`src/rtl/wim_pkg.sv`:
```
package wim_pkg;
   localparam int GLOB_PER_BANK = 8;
   localparam int REGS_PER_WIN  = 16;
   localparam int WIN_SLOTS     = 24;
   localparam int WIN_ARCH_BASE = 8;
   localparam int MICRO_ARCH_BASE = WIN_ARCH_BASE + WIN_SLOTS;
   localparam int NUM_VIEWS     = 3;

   typedef enum logic [1:0] {
      VIEW_CUR  = 2'd0,
      VIEW_NXT  = 2'd1,
      VIEW_PRV  = 2'd2,
      VIEW_NONE = 2'd3
   } view_e;

   typedef enum logic {
      WSEL_CWP = 1'b0,
      WSEL_GL  = 1'b1
   } wsel_e;

   function automatic bit is_pow2(input int v);
      return (v > 0) && ((v & (v - 1)) == 0);
   endfunction
endpackage

```
`src/rtl/wim_ptr_regs.sv`:
```
module wim_ptr_regs
   import wim_pkg::*;
#(
   parameter int NWIN   = 8,
   parameter int MAX_GL = 3,
   parameter int WR_W   = 8,
   localparam int CWP_W = $clog2(NWIN),
   localparam int GL_W  = $clog2(MAX_GL + 1)
) (
   input  logic             clk,
   input  logic             rst_n,
   input  logic             wr_en,
   input  logic             wr_sel,
   input  logic [WR_W-1:0]  wr_data,
   output logic [CWP_W-1:0] cwp_q,
   output logic [GL_W-1:0]  gl_q,
   output logic [CWP_W-1:0] ptr_nxt,
   output logic [CWP_W-1:0] ptr_prv
);
   localparam bit POW2 = is_pow2(NWIN);

   logic [CWP_W-1:0] cwp_wr, nxt_d, prv_d;
   logic [GL_W-1:0]  gl_wr;

   // saturating decode of the written value
   always_comb begin
      if (int'(wr_data) >= NWIN) cwp_wr = CWP_W'(NWIN - 1);
      else                       cwp_wr = CWP_W'(wr_data);
      if (int'(wr_data) > MAX_GL) gl_wr = GL_W'(MAX_GL);
      else                        gl_wr = GL_W'(wr_data);
   end

   // neighbour windows: natural wrap for a power-of-two ring, compare otherwise
   generate
      if (POW2) begin : g_ring_pow2
         assign nxt_d = cwp_wr - CWP_W'(1);
         assign prv_d = cwp_wr + CWP_W'(1);
      end else begin : g_ring_cmp
         assign nxt_d = (cwp_wr == '0) ? CWP_W'(NWIN - 1) : cwp_wr - CWP_W'(1);
         assign prv_d = (cwp_wr == CWP_W'(NWIN - 1)) ? '0 : cwp_wr + CWP_W'(1);
      end
   endgenerate

   always_ff @(posedge clk) begin
      if (!rst_n) begin
         cwp_q   <= '0;
         gl_q    <= '0;
         ptr_nxt <= CWP_W'(NWIN - 1);
         ptr_prv <= CWP_W'(1);
      end else if (wr_en) begin
         if (wr_sel == WSEL_CWP) begin
            cwp_q   <= cwp_wr;
            ptr_nxt <= nxt_d;
            ptr_prv <= prv_d;
         end else begin
            gl_q <= gl_wr;
         end
      end
   end

   AST_CWP_SAT: assert property (@(posedge clk) disable iff (!rst_n)
      (wr_en && wr_sel == WSEL_CWP && int'(wr_data) >= NWIN) |=> (int'(cwp_q) == NWIN - 1));
   AST_GL_SAT: assert property (@(posedge clk) disable iff (!rst_n)
      (wr_en && wr_sel == WSEL_GL && int'(wr_data) > MAX_GL) |=> (int'(gl_q) == MAX_GL));
   AST_IDLE_HOLD: assert property (@(posedge clk) disable iff (!rst_n)
      !wr_en |=> ($stable(cwp_q) && $stable(gl_q)));
   AST_GL_KEEP: assert property (@(posedge clk) disable iff (!rst_n)
      (wr_en && wr_sel == WSEL_CWP) |=> $stable(gl_q));
   AST_CWP_RANGE: assert property (@(posedge clk) disable iff (!rst_n)
      int'(cwp_q) < NWIN);
   AST_VIEW_RING: assert property (@(posedge clk) disable iff (!rst_n)
      ((int'(ptr_nxt) + 1) % NWIN == int'(cwp_q)) && ((int'(cwp_q) + 1) % NWIN == int'(ptr_prv)));
endmodule

```
`src/rtl/wim_view_xlate.sv`:
```
module wim_view_xlate
   import wim_pkg::*;
#(
   parameter int NWIN    = 8,
   localparam int CWP_W  = $clog2(NWIN),
   localparam int TW     = NWIN * REGS_PER_WIN,
   localparam int WOFF_W = $clog2(TW),
   localparam int SUM_W  = $clog2(TW + WIN_SLOTS) + 1
) (
   input  logic [CWP_W-1:0]  win_ptr,
   input  logic [4:0]        slot,
   output logic [WOFF_W-1:0] woff
);
   logic [SUM_W-1:0] raw;

   // slot + TW - ptr*16 lies in [16, 2*TW) because ptr <= NWIN-1 and slot < 24
   assign raw = SUM_W'(slot) + SUM_W'(TW) - (SUM_W'(win_ptr) << 4);

   generate
      if (is_pow2(NWIN)) begin : g_wrap_mask
         assign woff = WOFF_W'(raw);
      end else begin : g_wrap_sub
         always_comb begin
            if (raw >= SUM_W'(TW)) woff = WOFF_W'(raw - SUM_W'(TW));
            else                   woff = WOFF_W'(raw);
         end
      end
   endgenerate
endmodule

```
`src/rtl/wreg_index_map.sv`:
```
module wreg_index_map
   import wim_pkg::*;
#(
   parameter int NWIN      = 8,
   parameter int MAX_GL    = 3,
   parameter int NUM_MICRO = 8,
   parameter int WR_W      = 8,
   localparam int CWP_W    = $clog2(NWIN),
   localparam int GL_W     = $clog2(MAX_GL + 1),
   localparam int TG       = (MAX_GL + 1) * GLOB_PER_BANK,
   localparam int TW       = NWIN * REGS_PER_WIN,
   localparam int PHYS     = TG + TW + NUM_MICRO,
   localparam int PHYS_W   = $clog2(PHYS),
   localparam int ARCH_SPAN = MICRO_ARCH_BASE + NUM_MICRO,
   localparam int ARCH_W   = $clog2(ARCH_SPAN),
   localparam int WOFF_W   = $clog2(TW)
) (
   input  logic              clk,
   input  logic              rst_n,
   input  logic              wr_en,
   input  logic              wr_sel,
   input  logic [WR_W-1:0]   wr_data,
   input  logic [1:0]        lk_view,
   input  logic [ARCH_W-1:0] lk_arch,
   output logic [PHYS_W-1:0] lk_idx,
   output logic              lk_hit,
   output logic [CWP_W-1:0]  cwp_o,
   output logic [GL_W-1:0]   gl_o
);
   initial begin
      assert (NWIN >= 2) else $error("NWIN must be at least 2");
      assert (MAX_GL >= 1) else $error("MAX_GL must be at least 1");
      assert (NUM_MICRO >= 1) else $error("NUM_MICRO must be at least 1");
      assert (WR_W >= CWP_W && WR_W >= GL_W && WR_W <= 31) else $error("WR_W out of range");
   end

   logic [CWP_W-1:0]  cwp_q, ptr_nxt, ptr_prv;
   logic [GL_W-1:0]   gl_q;
   logic [CWP_W-1:0]  vptr [NUM_VIEWS];
   logic [WOFF_W-1:0] woff [NUM_VIEWS];
   logic [WOFF_W-1:0] woff_sel;
   logic [4:0]        slot;
   int                a;

   wim_ptr_regs #(.NWIN(NWIN), .MAX_GL(MAX_GL), .WR_W(WR_W)) u_regs (
      .clk     (clk),
      .rst_n   (rst_n),
      .wr_en   (wr_en),
      .wr_sel  (wr_sel),
      .wr_data (wr_data),
      .cwp_q   (cwp_q),
      .gl_q    (gl_q),
      .ptr_nxt (ptr_nxt),
      .ptr_prv (ptr_prv)
   );

   assign vptr[0] = cwp_q;
   assign vptr[1] = ptr_nxt;
   assign vptr[2] = ptr_prv;
   assign a       = int'(lk_arch);
   assign slot    = 5'(a - WIN_ARCH_BASE);

   generate
      for (genvar v = 0; v < NUM_VIEWS; v++) begin : g_view
         wim_view_xlate #(.NWIN(NWIN)) u_xlate (
            .win_ptr (vptr[v]),
            .slot    (slot),
            .woff    (woff[v])
         );
      end
   endgenerate

   always_comb begin
      case (lk_view)
         VIEW_NXT: woff_sel = woff[1];
         VIEW_PRV: woff_sel = woff[2];
         default:  woff_sel = woff[0];
      endcase
   end

   always_comb begin
      lk_idx = '0;
      lk_hit = 1'b0;
      if (lk_view != VIEW_NONE && a < ARCH_SPAN) begin
         lk_hit = 1'b1;
         if (a == 0)
            lk_idx = '0;
         else if (a < WIN_ARCH_BASE)
            lk_idx = PHYS_W'(a + int'(gl_q) * GLOB_PER_BANK);
         else if (a < MICRO_ARCH_BASE)
            lk_idx = PHYS_W'(TG + int'(woff_sel));
         else
            lk_idx = PHYS_W'(TG + TW + a - MICRO_ARCH_BASE);
      end
   end

   assign cwp_o = cwp_q;
   assign gl_o  = gl_q;

   AST_G0_PINNED: assert property (@(posedge clk) disable iff (!rst_n)
      (lk_hit && lk_arch == '0) |-> (lk_idx == '0));
   AST_IDX_BOUND: assert property (@(posedge clk) disable iff (!rst_n)
      lk_hit |-> (int'(lk_idx) < PHYS));
   AST_MISS_ZERO: assert property (@(posedge clk) disable iff (!rst_n)
      !lk_hit |-> (lk_idx == '0));
   AST_WIN_REGION: assert property (@(posedge clk) disable iff (!rst_n)
      (lk_hit && a >= WIN_ARCH_BASE && a < MICRO_ARCH_BASE)
         |-> (int'(lk_idx) >= TG && int'(lk_idx) < TG + TW));
   AST_RESET_STATE: assert property (@(posedge clk)
      $rose(rst_n) |-> (cwp_o == '0 && gl_o == '0));
endmodule

```
`config.mk`:
```
export PLATFORM = sky130hd
export DESIGN_NAME = wreg_index_map
export DESIGN_NICKNAME = d
export VERILOG_FILES = /design/src/rtl/wim_pkg.sv /design/src/rtl/wim_ptr_regs.sv /design/src/rtl/wim_view_xlate.sv /design/src/rtl/wreg_index_map.sv
export SDC_FILE = /design/constraint.sdc
export NUM_CORES = 1
export LEC_CHECK = 0
export BUFFER_PORTS_ARGS = -buffer_cell sky130_fd_sc_hd__buf_2
export CAP_MARGIN = 10
export CELL_PAD_IN_SITES_DETAIL_PLACEMENT = 1
export CELL_PAD_IN_SITES_GLOBAL_PLACEMENT = 1
export CORE_MARGIN = 2
export CORE_UTILIZATION = 29
export CTS_CLUSTER_SIZE = 20
export DETAILED_ROUTE_END_ITERATION = 6
export GPL_ROUTABILITY_DRIVEN = 1
export PLACE_DENSITY_LB_ADDON = 0.15
export SYNTH_ARGS = -nofsm -noshare
export SYNTH_HDL_FRONTEND = slang
export SYNTH_SLANG_ARGS = --single-unit
```
`constraint.sdc`:
```
create_clock -name clk -period 2.1 [get_ports clk]
set_clock_uncertainty 0.15 [all_clocks]
set_input_delay 0.315 -clock clk [delete_from_list [all_inputs] [get_ports clk]]
set_output_delay 0.315 -clock clk [all_outputs]
set_load 0.005 [all_outputs]
```
# == Word-level counts from Yosys, hierarchy flattened ==
# Cells that the tools add are included.
# totals
ff_bits,11
in_bits,20
out_inout_bits,14
word_cells,36
# op_classes
n_addsub,11
magnitude_cmp,5
n_eq_ne,3
mux,8
bitwise_logic,1
n_reduce_logical,4
# ops
op,n
$logic_not 32->1,1
$mux 8,4
$sub 7x7->7,3
$pmux 7 s2,1
$lt 6x6->1 const B,2
$add 6x7->8 const A,1
$add 8x6->8 const A,1
$ge 8x4->1 const B,1
$gt 8x2->1 const B,1
$sub 8x6->8 const B,1
$add 6x5->7,1
$add 5x1->6 const B,1
$lt 6x4->1 const B,1
$sub 5x4->5 const B,1
$reduce_and 2->1,2
$add 3x1->3 const B,1
$mux 3,1
$sub 3x1->3 const B,1
$eq 2x1->1 const B,1
$eq 2x2->1 const B,1
$mux 2,1
$ne 2x2->1 const B,1
$logic_and 1x1->1,1
$mux 1,1
$not 1->1,1

# == Logic depth before layout (Yosys ltp) ==
# Gate-level depths: netlist of run 1.
# depth
word_depth,9
depth_mapped,11
depth_no_buf,11

# == By module ==
# From an unflattened synthesis of run 1, not the netlist that was laid out.
# unflattened
hier_cells,149
hier_area_um2,1173.6
# modules_own_cells
mod,instances,cells_per_inst,area_per_inst_um2,seq_area_each_um2
wim_ptr_regs,1,54,479.2,200.2
wreg_index_map,1,62,457.9,0.0
wim_view_xlate,3,11,78.8,0.0

# == Worst setup path after synthesis of run 1 ==
# Ideal clock, no wire load.
# synth_timing
path_type,input-to-output
start,input lk_view[0]
end,output lk_idx[6]
arrival_ns,1.861
t_required_ns,1.635
path_slack_ns,-0.226
cell_stages,9
path_cell_list,inv_1 > ha_1 > o21ai_0 > ha_1 > inv_1 > ha_1 > xnor2_1 > ha_1 > nor4b_1
# synth_between
elab_chain_len,7
elab_cells_between_ends,10
cone_classes,add/sub: 1; eq/ne: 3; mux: 5; reduce/logical: 1
# synth_lines
element,line_no,rtl
start: declaration,wreg_index_map.sv:23,"input logic [1:0] lk_view,"
$eq 2x2->1 or $eq 2x1->1 (tied branches),wreg_index_map.sv:74,case (lk_view)
$pmux 7 s2,wreg_index_map.sv:74,
$add 6x7->8,wreg_index_map.sv:91,lk_idx = PHYS_W'(TG + int'(woff_sel));
$mux 8,wreg_index_map.sv:90,else if (a < MICRO_ARCH_BASE)
$mux 8,wreg_index_map.sv:88,else if (a < WIN_ARCH_BASE)
$mux 8,wreg_index_map.sv:86,if (a == 0)
$mux 8 (*),wreg_index_map.sv:84,if (lk_view != VIEW_NONE && a < ARCH_SPAN) begin
end: declaration,wreg_index_map.sv:25,"output logic [PHYS_W-1:0] lk_idx,"
# Mark *: on every way between the ends. The rest lies on a longest branch, timed or not.

# == Final worst setup path of run 1 ==
# Ends and elaborated chain as after synthesis.

==> run metrics, run 1 <==
top_reg_cell synth=dfxtp_1; DP Cell Count=165; Worst Hold Class=input pin to flip-flop; Worst Hold Path EP=u_regs.ptr_nxt[1]; Hold Path Depth=2; WS Path Type=input pin to primary output; WL final=2287 um; Finished Layout Cells=171; Post-Syn Nets=124; Die X=55.39 um; max-slew violations=0; post-synthesis instance area=765.7 sq um; pin count of the biggest net entering global routing=13; DR WL/cell=13.37 um; fmax=417.4 MHz; DRC Markers=0; PwrDens=486.7 mW/mm^2; Yosys top cell by area=dfxtp_1; Skew-Pair Late Insertion Delay=270 ps; most frequent cells in the layout=31 x buf_2, 14 x buf_4, 9 x nand2_1; CP Launch Type=input pin; fin nets=172; die height=55.39 um; DR vias/cell=5.140; CP top delay family=adder cells; Static Leak=0.5574 nW; global-route usage over all layers=15.49%; post-layout minimum cycle time=2396 ps; reg2reg setup slack=1120 ps; vias in the first global route=900; CTS tree=yes; Overall Power=0.5883 mW; DP Worst Slack=-363.5 ps; slew at the pin closest to its max-slew limit=456.0 ps; clk root buf=clkbuf_4; CP max stage cell=ha_1; Worst Path Required=1630 ps; gpl congestion=0.7964; fin crit share=114.1%; synthesis-to-finish area growth=57.84%; Setup TNS Final=-482.2 ps; Seq cells post-synth=10; top-area cell type share of the netlist area=26.14%; leading cell type in the layout, fill and taps excluded=buf_2; CP Cell Sequence=buf_8, inv_4, ha_4, nand2_2, o21ai_1, ha_2, inv_2, ha_4, xnor2_2, ha_1, nor4b_4, buf_2; Worst-path clk slew=70 ps; endpoint type of the worst setup path=primary output; Reg-to-Reg End=u_regs.gl_q[0]; CTS Buf Count=3; synth warn=0; CP Max Fanout=5; Arrival @ worst endpoint=1930 ps; H-tree Lvls=1; largest cells by area after synthesis=dfxtp_1 26%, ha_1 15%, nand2_1 4.9%, a21oi_1 3.9%, nand2b_1 3.3%; RR Startpoint=u_regs.gl_q[0]; Peak VDD IR=0.2926 mV; wire length of the first global-routing pass=3843 um; Initial Util=30.63%; WHS=192.7 ps; Seq/Total Area, Yosys=26.14%; max-cap violations=0; status=finished with violations; Post-Syn Instances=94; Syn Area/Cell=8.146 sq um; Core Box Area=0.002500 sq mm; setup violators final=3; Via Count=879; CTS Sinks=10; CP bufs+invs=4; initial DRC count=7; grt ovf=0; fraction of layout cells with a size suffix above 1=49.65%; dpl hpwl=1844 um; DIE AREA=0.003068 sq mm; Hold Vio Cnt, Final=0; post-route cell area=0.001209 sq mm; Worst Hold Launch=rst_n; placed cell area=0.001077 sq mm; Post-synth EDFFs=0; initial antenna violation count=0; most frequent CP cell=ha_4; Clock Path Buffers=2; RSZ-0062 raised after global routing=true; violated checks=negative setup slack; post-synth cell types=34; antenna viol nets, final=0; max_slew headroom=69.54%; Site Rows=18; Crit path largest cell delay=290 ps; async set or reset register ratio after synthesis=0%; Util after Layout=48.35%; Ports=34; diode count=0; Reg2Reg Depth=3; drt first pass iters=4; final worst slack=-295.7 ps; PortBufs=33
cell families (layout without fill, tap and decap cells):
| group | count (synthesis) | in the layout | share of synthesized area [%] |
|---|---|---|---|
| AND/OR/NAND/NOR | 39 | 39 | 28.43 |
| AO/OA/AOI/OAI | 24 | 24 | 21.24 |
| adder cells (fa/ha/maj) | 10 | 10 | 17.32 |
| flip-flops | 10 | 10 | 26.14 |
| buffers and inverters | 9 | 56 | 4.575 |
| XOR/XNOR | 2 | 2 | 2.288 |
Yosys cell counts, types with 2 or more instances:
cell type,n
a211oi_1,2
a21oi_1,6
a22oi_1,2
and2_1,3
clkbuf_1,3
dfxtp_1,10
ha_1,9
inv_1,5
nand2_1,10
nand2b_1,4
nand3_1,2
nor2_1,5
nor2b_1,2
nor4_1,3
o211ai_1,2
o21ai_0,5
o311a_1,2
o311ai_0,2
or3_1,2
registers in the layout, indices dropped and copies added, names as in the netlist:
signal,count
u_regs.ptr_prv,3
u_regs.ptr_nxt,2
u_regs.gl_q,2
u_regs.cwp_q,3
where the power goes:
part / internal [mW] / switching, mW
sequential: 0.201 / 0.00824
clock: 0.105 / 0.0712
combinational: 0.111 / 0.0921
total: 0.417 / 0.172
layout make-up:
class / count / area, sq um
Clock buffer: 4 / 36.28
Fill cell: 301 / 1291
Inverter: 5 / 21.27
Multi-Input combinational cell: 75 / 624.3
Sequential cell: 10 / 202.7
Tap cell: 30 / 37.54
Timing Repair Buffer: 47 / 286.5
worst max-delay path by stage:
stage,end,startpoint,cells after the start
after floorplan,lk_idx[6],lk_view[0],10
after global placement,lk_idx[6],lk_view[1],11
after detailed placement,lk_idx[6],lk_view[1],11
after CTS,lk_idx[6],lk_view[0],12
after global routing,lk_idx[6],lk_view[0],12
final,lk_idx[6],lk_view[0],12
metal layers:
metal | global-route usage (%) | routed length (um) | vias up | share of wire (%)
met2 | 28.40 | 1183 | 21 | 52
met3 | 2.342 | 76 | 5 | 3.3
met4 | 6.272 | 37 | 0 | 1.6
met1 | 17.69 | 990 | 414 | 43
li1 | - | - | 439 | -
met5 | 0 | 0 | - | 0
repair_timing:
action | in CTS | in global routing
hold endpoints to repair | 0 | 0
setup endpoints to repair | 4 | 5
pin swaps | 6 | 3
hold buffers | 0 | 0
setup buffers | 2 | 0
gates resized for setup | 16 | 4
No activity file was read; power rests on OpenSTA's default activity.
==> run 2: changes to the inputs <==
--- a/config.mk
+++ b/config.mk
@@ -9,7 +9,7 @@
 export CAP_MARGIN = 10
 export CELL_PAD_IN_SITES_DETAIL_PLACEMENT = 1
 export CELL_PAD_IN_SITES_GLOBAL_PLACEMENT = 1
-export CORE_MARGIN = 2
+export CORE_MARGIN = 4
 export CORE_UTILIZATION = 29
 export CTS_CLUSTER_SIZE = 20
 export DETAILED_ROUTE_END_ITERATION = 6
==> run metrics, run 2 (synthesized netlist as in run 1, its figures left out) <==
status=finished with violations; violated checks=negative setup slack; initial DRC count=12 (+5); fin crit share=112.7% (-1.4 points); Clock Path Buffers=2 (unchanged); max-slew violations=0 (unchanged); fmax=422.4 MHz (+1.2%); Reg-to-Reg End=u_regs.gl_q[1]; CTS tree=yes; Worst Hold Class=input pin to flip-flop; PortBufs=33 (unchanged); vias in the first global route=861 (-4.3%); die height=59.39 um (+7.2%); Crit path largest cell delay=290 ps (about the same); pin count of the biggest net entering global routing=13 (unchanged); grt ovf=0 (unchanged); gpl congestion=0.7733 (-2.9%); RR Startpoint=u_regs.gl_q[1]; Die X=59.39 um (+7.2%); H-tree Lvls=1 (unchanged); met1 Use GR=15.98% (-1.7 points); most frequent CP cell=ha_4; DRC Markers=0 (unchanged); Worst Path Required=1630 ps (about the same); max-cap violations=0 (unchanged); Psw=0.1725 mW (+0.57%); GR Layer Usage met3=2.614% (+0.27 points); Overall Power=0.5875 mW (-0.13%); reg2reg setup slack=1240 ps (+120 ps); max_slew headroom=71.22% (+1.7 points); WL final=2235 um (-2.3%); antenna viol nets, final=0 (unchanged); Arrival @ worst endpoint=1900 ps (-30 ps); setup violators final=3 (unchanged); wire length of the first global-routing pass=3636 um (-5.4%); Hold Buf Count CTS=0 (unchanged); most frequent cells in the layout=31 x buf_2, 13 x buf_4, 9 x nand2_1, 9 x dfxtp_1; slew at the pin closest to its max-slew limit=430.9 ps (-25.13 ps); fin nets=171 (-0.58%); fraction of layout cells with a size suffix above 1=48.57% (-1.1 points); Fillers=315 (+4.7%); synthesis-to-finish area growth=55.23%; DR WL/cell=13.15 um (-1.7%); Sequential Area=201.4 sq um (-0.62%); dpl hpwl=1877 um (+1.8%); top flop regs=u_regs.cwp_q x3, u_regs.ptr_prv x3; CP Cell Sequence=buf_8, inv_4, ha_4, nand2_2, o21ai_2, ha_2, inv_2, ha_4, xnor2_2, ha_1, nor4b_4, buf_2; GRT busiest layer=met2; DIE AREA=0.003527 sq mm (+15%); initial antenna violation count=0 (unchanged); Internal=0.4150 mW (-0.42%); Core Box Area=0.002500 sq mm (unchanged); power share of the clock group=30.6% (+0.6 points); WHS=191.4 ps (-1.312 ps); CP max stage cell=ha_1; diode count=0 (unchanged); Static Leak=0.5523 nW (-0.92%); RSZ-0062 raised after global routing=true; Peak VDD IR=0.3402 mV (+16%); grt met2 use=23.87% (-4.5 points); WS Path Type=input pin to primary output; Via Count=847 (-3.6%); Worst Hold Path EP=u_regs.ptr_nxt[2]; leading cell type in the layout, fill and taps excluded=buf_2; Worst Hold Launch=rst_n; Ports=34 (unchanged); combinational power share=34.1% (-0.4 points); clk root buf=clkbuf_4; PwrDens=494.3 mW/mm^2 (+1.5%); Skew-Pair Late Insertion Delay=270 ps (about the same); Setup TNS Final=-501.4 ps (-19.20 ps); switching part of the total power=29.36% (+0.20 points); Worst-path clk slew=70 ps (about the same); Site Rows=18 (unchanged); CP Max Fanout=4 (-1); CTS Sinks=10 (unchanged); endpoint type of the worst setup path=primary output; drt first pass iters=4 (unchanged); CP Launch Type=input pin; Hold Vio Cnt, Final=0 (unchanged); Initial Util=30.63% (unchanged); Hold Path Depth=2 (unchanged); multi-input logic area=613.1 sq um (-1.8%); CTS Buf Count=3 (unchanged); final worst slack=-267.2 ps (+28.49 ps); post-route cell area=0.001189 sq mm (-1.7%); post-layout minimum cycle time=2367 ps (-28.49 ps); Reg2Reg Depth=2 (-1); placed cell area=0.001077 sq mm (unchanged); Flop pwr share=35.4% (about the same); DR vias/cell=4.982 (-3.1%); global-route usage over all layers=13.77% (-1.7 points)
[run 2: what timing repair did]
action	4_1_cts	5_1_grt
setup endpoints to repair	4	5
resized for setup	12	7
setup buffers	1	0
pin swaps	5	4
[run 2: worst max-delay path by stage]
| stage | from | to | slack [ps] | depth (start not counted) |
|---|---|---|---|---|
| CTS | lk_view[0] | lk_idx[6] | -310 | 12 |
| global route | lk_view[0] | lk_idx[6] | -360 | 12 |
| floorplan | lk_view[0] | lk_idx[6] | 2 | 10 |
| detailed placement | lk_view[1] | lk_idx[6] | -370 | 11 |
| finish | lk_view[0] | lk_idx[6] | -270 | 12 |
| global placement | lk_view[1] | lk_idx[6] | -340 | 11 |
[run 2: metrics by stage]
stage / cells / worst slack [ps] / util, %
final: 170 / -267.2 / 47.55
after global routing: 170 / -363.4 / 47.55
after CTS: 170 / -308.9 / 46.85
after detailed placement: 165 / -367.6 / 43.09
after global placement: 165 / -341.5 / 43.09
after floorplan: 94 / 1.520 / -
[run 2: critical path, delay by kind of cell]
family,cells,cell delay (ps)
buffers and inverters,4,300
AOI/OAI and AO/OA,1,50
xor gates and xnor gates,1,120
adders and majority gates,4,900
and+or+nand+nor,2,210
[run 2: routing by layer]
metal	vias to the layer above	part of all wire [%]
met4	0	1.5
met1	387	43
met2	20	50
met5	-	0
met3	4	4.6
li1	436	-
[run 2: layout make-up]
class	instances	share of cell area, %
Clock buffer	4	3.053
Multi-Input combinational cell	75	51.58
Tap cell	30	3.158
Inverter	5	1.789
Timing Repair Buffer	46	23.47
Sequential cell	10	16.95
[run 2: power by group through the flow]
stage	logic, mW	registers (mW)	clock network, mW
6_report	0.200	0.208	0.180
5_1_grt	0.222	0.210	0.192
4_1_cts	0.195	0.208	0.185
3_5_place_dp	0.175	0.212	0
3_3_place_gp	0.169	0.212	0
2_1_floorplan	0.0964	0.211	0
==> run 3: changes to the inputs <==
--- a/config.mk
+++ b/config.mk
@@ -10,11 +10,12 @@
 export CELL_PAD_IN_SITES_DETAIL_PLACEMENT = 1
 export CELL_PAD_IN_SITES_GLOBAL_PLACEMENT = 1
 export CORE_MARGIN = 4
-export CORE_UTILIZATION = 29
+export CORE_UTILIZATION = 33
 export CTS_CLUSTER_SIZE = 20
 export DETAILED_ROUTE_END_ITERATION = 6
 export GPL_ROUTABILITY_DRIVEN = 1
 export PLACE_DENSITY_LB_ADDON = 0.15
 export SYNTH_ARGS = -nofsm -noshare
 export SYNTH_HDL_FRONTEND = slang
+export SYNTH_HIERARCHICAL = 1
 export SYNTH_SLANG_ARGS = --single-unit
==> run metrics, run 3 <==
fmax=415.0 MHz (-1.8%); drt first pass iters=4 (unchanged); Post-synth EDFFs=0 (unchanged); DR vias/cell=5.139 (+3.1%); RSZ-0062 raised after global routing=true; fraction of layout cells with a size suffix above 1=48.02% (-0.55 points); top-area cell type share of the netlist area=17.06% (-9.1 points); Die X=67.64 um (+14%); Initial Util=34.63% (+4.0 points); gpl congestion=0.7677 (-0.72%); most frequent cells in the layout=31 x buf_2, 15 x inv_1, 12 x buf_4; grt ovf=0 (unchanged); Worst Path Required=1630 ps (about the same); wire length of the first global-routing pass=5188 um (+43%); Skew-Pair Late Insertion Delay=260 ps (about the same); CTS Buf Count=3 (unchanged); DRC Markers=0 (unchanged); CP Max Fanout=3 (-1); reg2reg setup slack=1120 ps (-120 ps); Worst Hold Class=input pin to flip-flop; Static Leak=0.7115 nW (+29%); top flop regs=u_regs/cwp_q x3, u_regs/ptr_nxt x3; async set or reset register ratio after synthesis=0% (unchanged); Syn Area/Cell=7.877 sq um (-3.3%); max_slew headroom=72.05% (+0.83 points); synth warn=6 (+6); dpl hpwl=2539 um (+35%); CP max stage cell=ha_4; WS Path Type=input pin to primary output; CP Launch Type=input pin; post-synth cell types=44 (+29%); CP Cell Sequence=buf_8, xnor2_4, inv_2, ha_4, inv_4, ha_4, a22oi_2, mux2i_2, ha_4, nor3b_2, buf_2; CP top delay family=adder cells; largest cells by area after synthesis=dfxtp_1 17%, ha_1 13%, buf_4 8.3%, inv_1 6.4%, a21oi_1 3.8%; fin nets=212 (+24%); CTS Sinks=10 (unchanged); DIE AREA=0.004574 sq mm (+30%); initial DRC count=42 (+30); setup violators final=4 (+1); status=finished with violations; CP bufs+invs=4 (unchanged); PwrDens=412.9 mW/mm^2 (-16%); Clock Path Buffers=2 (unchanged); Site Rows=21 (+3); diode count=0 (unchanged); post-synthesis instance area=0.001174 sq mm (+53%); PortBufs=33 (unchanged); post-layout minimum cycle time=2410 ps (+42.35 ps); Hold Vio Cnt, Final=0 (unchanged); endpoint type of the worst setup path=primary output; Worst-path clk slew=60 ps (about the same); Core Box Area=0.003390 sq mm (+36%); final worst slack=-309.5 ps (-42.35 ps); Arrival @ worst endpoint=1940 ps (+40 ps); antenna viol nets, final=0 (unchanged); commonest cells in the netlist=20 x inv_1, 13 x buf_4, 12 x ha_1, 11 x nand2_1, 10 x dfxtp_1; DP Cell Count=218 (+32%); Via Count=1146 (+35%); violated checks=negative setup slack; leading cell type in the layout, fill and taps excluded=buf_2; synthesis-to-finish area growth=34.12%; post-route cell area=0.001574 sq mm (+32%); Peak VDD IR=0.1940 mV (-43%); top_reg_cell synth=dfxtp_1; Overall Power=0.6499 mW (+11%); H-tree Lvls=1 (unchanged); most frequent CP cell=ha_4; Post-Syn Instances=149 (+59%); Ports=34 (unchanged); CTS tree=yes; max-cap violations=0 (unchanged); initial antenna violation count=0 (unchanged); Setup TNS Final=-756.9 ps (-255.5 ps); slew at the pin closest to its max-slew limit=419.0 ps (-11.87 ps); fin crit share=114.7% (+2.0 points); Seq/Total Area, Yosys=17.06% (-9.1 points); die height=67.64 um (+14%); Seq cells post-synth=10 (unchanged); Fillers=407 (+29%); Finished Layout Cells=223 (+31%); DR WL/cell=14.01 um (+6.6%); pin count of the biggest net entering global routing=13 (unchanged); Yosys top cell by area=dfxtp_1; placed cell area=0.001361 sq mm (+26%); vias in the first global route=1157 (+34%); clk root buf=clkbuf_4; WL final=3125 um (+40%); most common cell in the netlist=inv_1; global-route usage over all layers=14.99% (+1.2 points); max-slew violations=0 (unchanged); Util after Layout=46.44% (-1.1 points); Crit path largest cell delay=260 ps (-30 ps); Post-Syn Nets=182 (+47%)
## run 3: changes by cell type after synthesis, sizes merged, moves of 3 or more
cell	previous run	this run
buf	1	18
inv	5	20
a211o	0	4
xnor2	1	5
a21oi	6	9
a221oi	0	3
and2	3	0
ha	9	12
o21bai	0	3
## run 3: metrics by stage
| step | worst slack, ps | hold slack, ps |
|---|---|---|
| after floorplan | -128.2 | 280.7 |
| after global placement | -380.3 | 298.4 |
| final | -309.5 | 211.6 |
| after global routing | -391.6 | 204.8 |
| after detailed placement | -421.2 | 301.5 |
| after CTS | -346.9 | 196.1 |
## run 3: final cells by class
cell class              count  area [sq um]  share of cell area, %
inverters                  20         80.08                  5.087
multi-input cells          99         932.1                  59.22
clock buffers               3         22.52                  1.431
repair buffers             45         275.3                  17.49
well taps                  46         57.56                  3.657
flip-flops and latches     10         206.4                  13.12
## run 3: path summary, 6_finish.rpt
| path | cells past startpoint | start | end |
|---|---|---|---|
| worst max register to register | 3 | u_regs/gl_q[0] | u_regs/gl_q[0] |
| worst min-delay path | 2 | rst_n | u_regs/ptr_nxt[2] |
| worst max-delay path | 11 | lk_arch[3] | lk_idx[6] |
| worst min register to register | 2 | u_regs/ptr_prv[1] | u_regs/ptr_prv[1] |
## run 3: kinds of logic after synthesis
family	Yosys count	share of synthesized area, %
multiplexers	1	0.8529
adder cells (fa/ha/maj)	13	14.50
flip-flops	10	17.06
AND/OR/NAND/NOR	40	19.19
buffers and inverters	40	18.55
XOR/XNOR	5	3.731
AO/OA/AOI/OAI	40	26.12
## run 3: where the power goes
group	leakage, nW	internal [mW]	total, mW	switching, mW
logic	0.615	0.161	0.313	0.152
registers	0.0831	0.201	0.211	0.0103
clock network	0.0138	0.0659	0.126	0.0597
## run 3: repair_timing
action | in CTS | in global routing
endpoints found under the setup margin | 5 | 8
pin swaps | 11 | 13
setup buffers | 2 | 2
hold buffers | 0 | 0
resized for setup | 20 | 23
## run 3: layer usage
metal  share of wire [%]  track usage, %
met3                 4.6           4.326
met5                   0               0
met1                  48           19.52
met4                   0           2.278
met2                  47           24.79
## run 3: worst register-to-register path, stage by stage, from the launching register on
cell and delay [ps]:
dfxtp_2 340, buf_4 130, nand2b_1 130, o311a_1 120
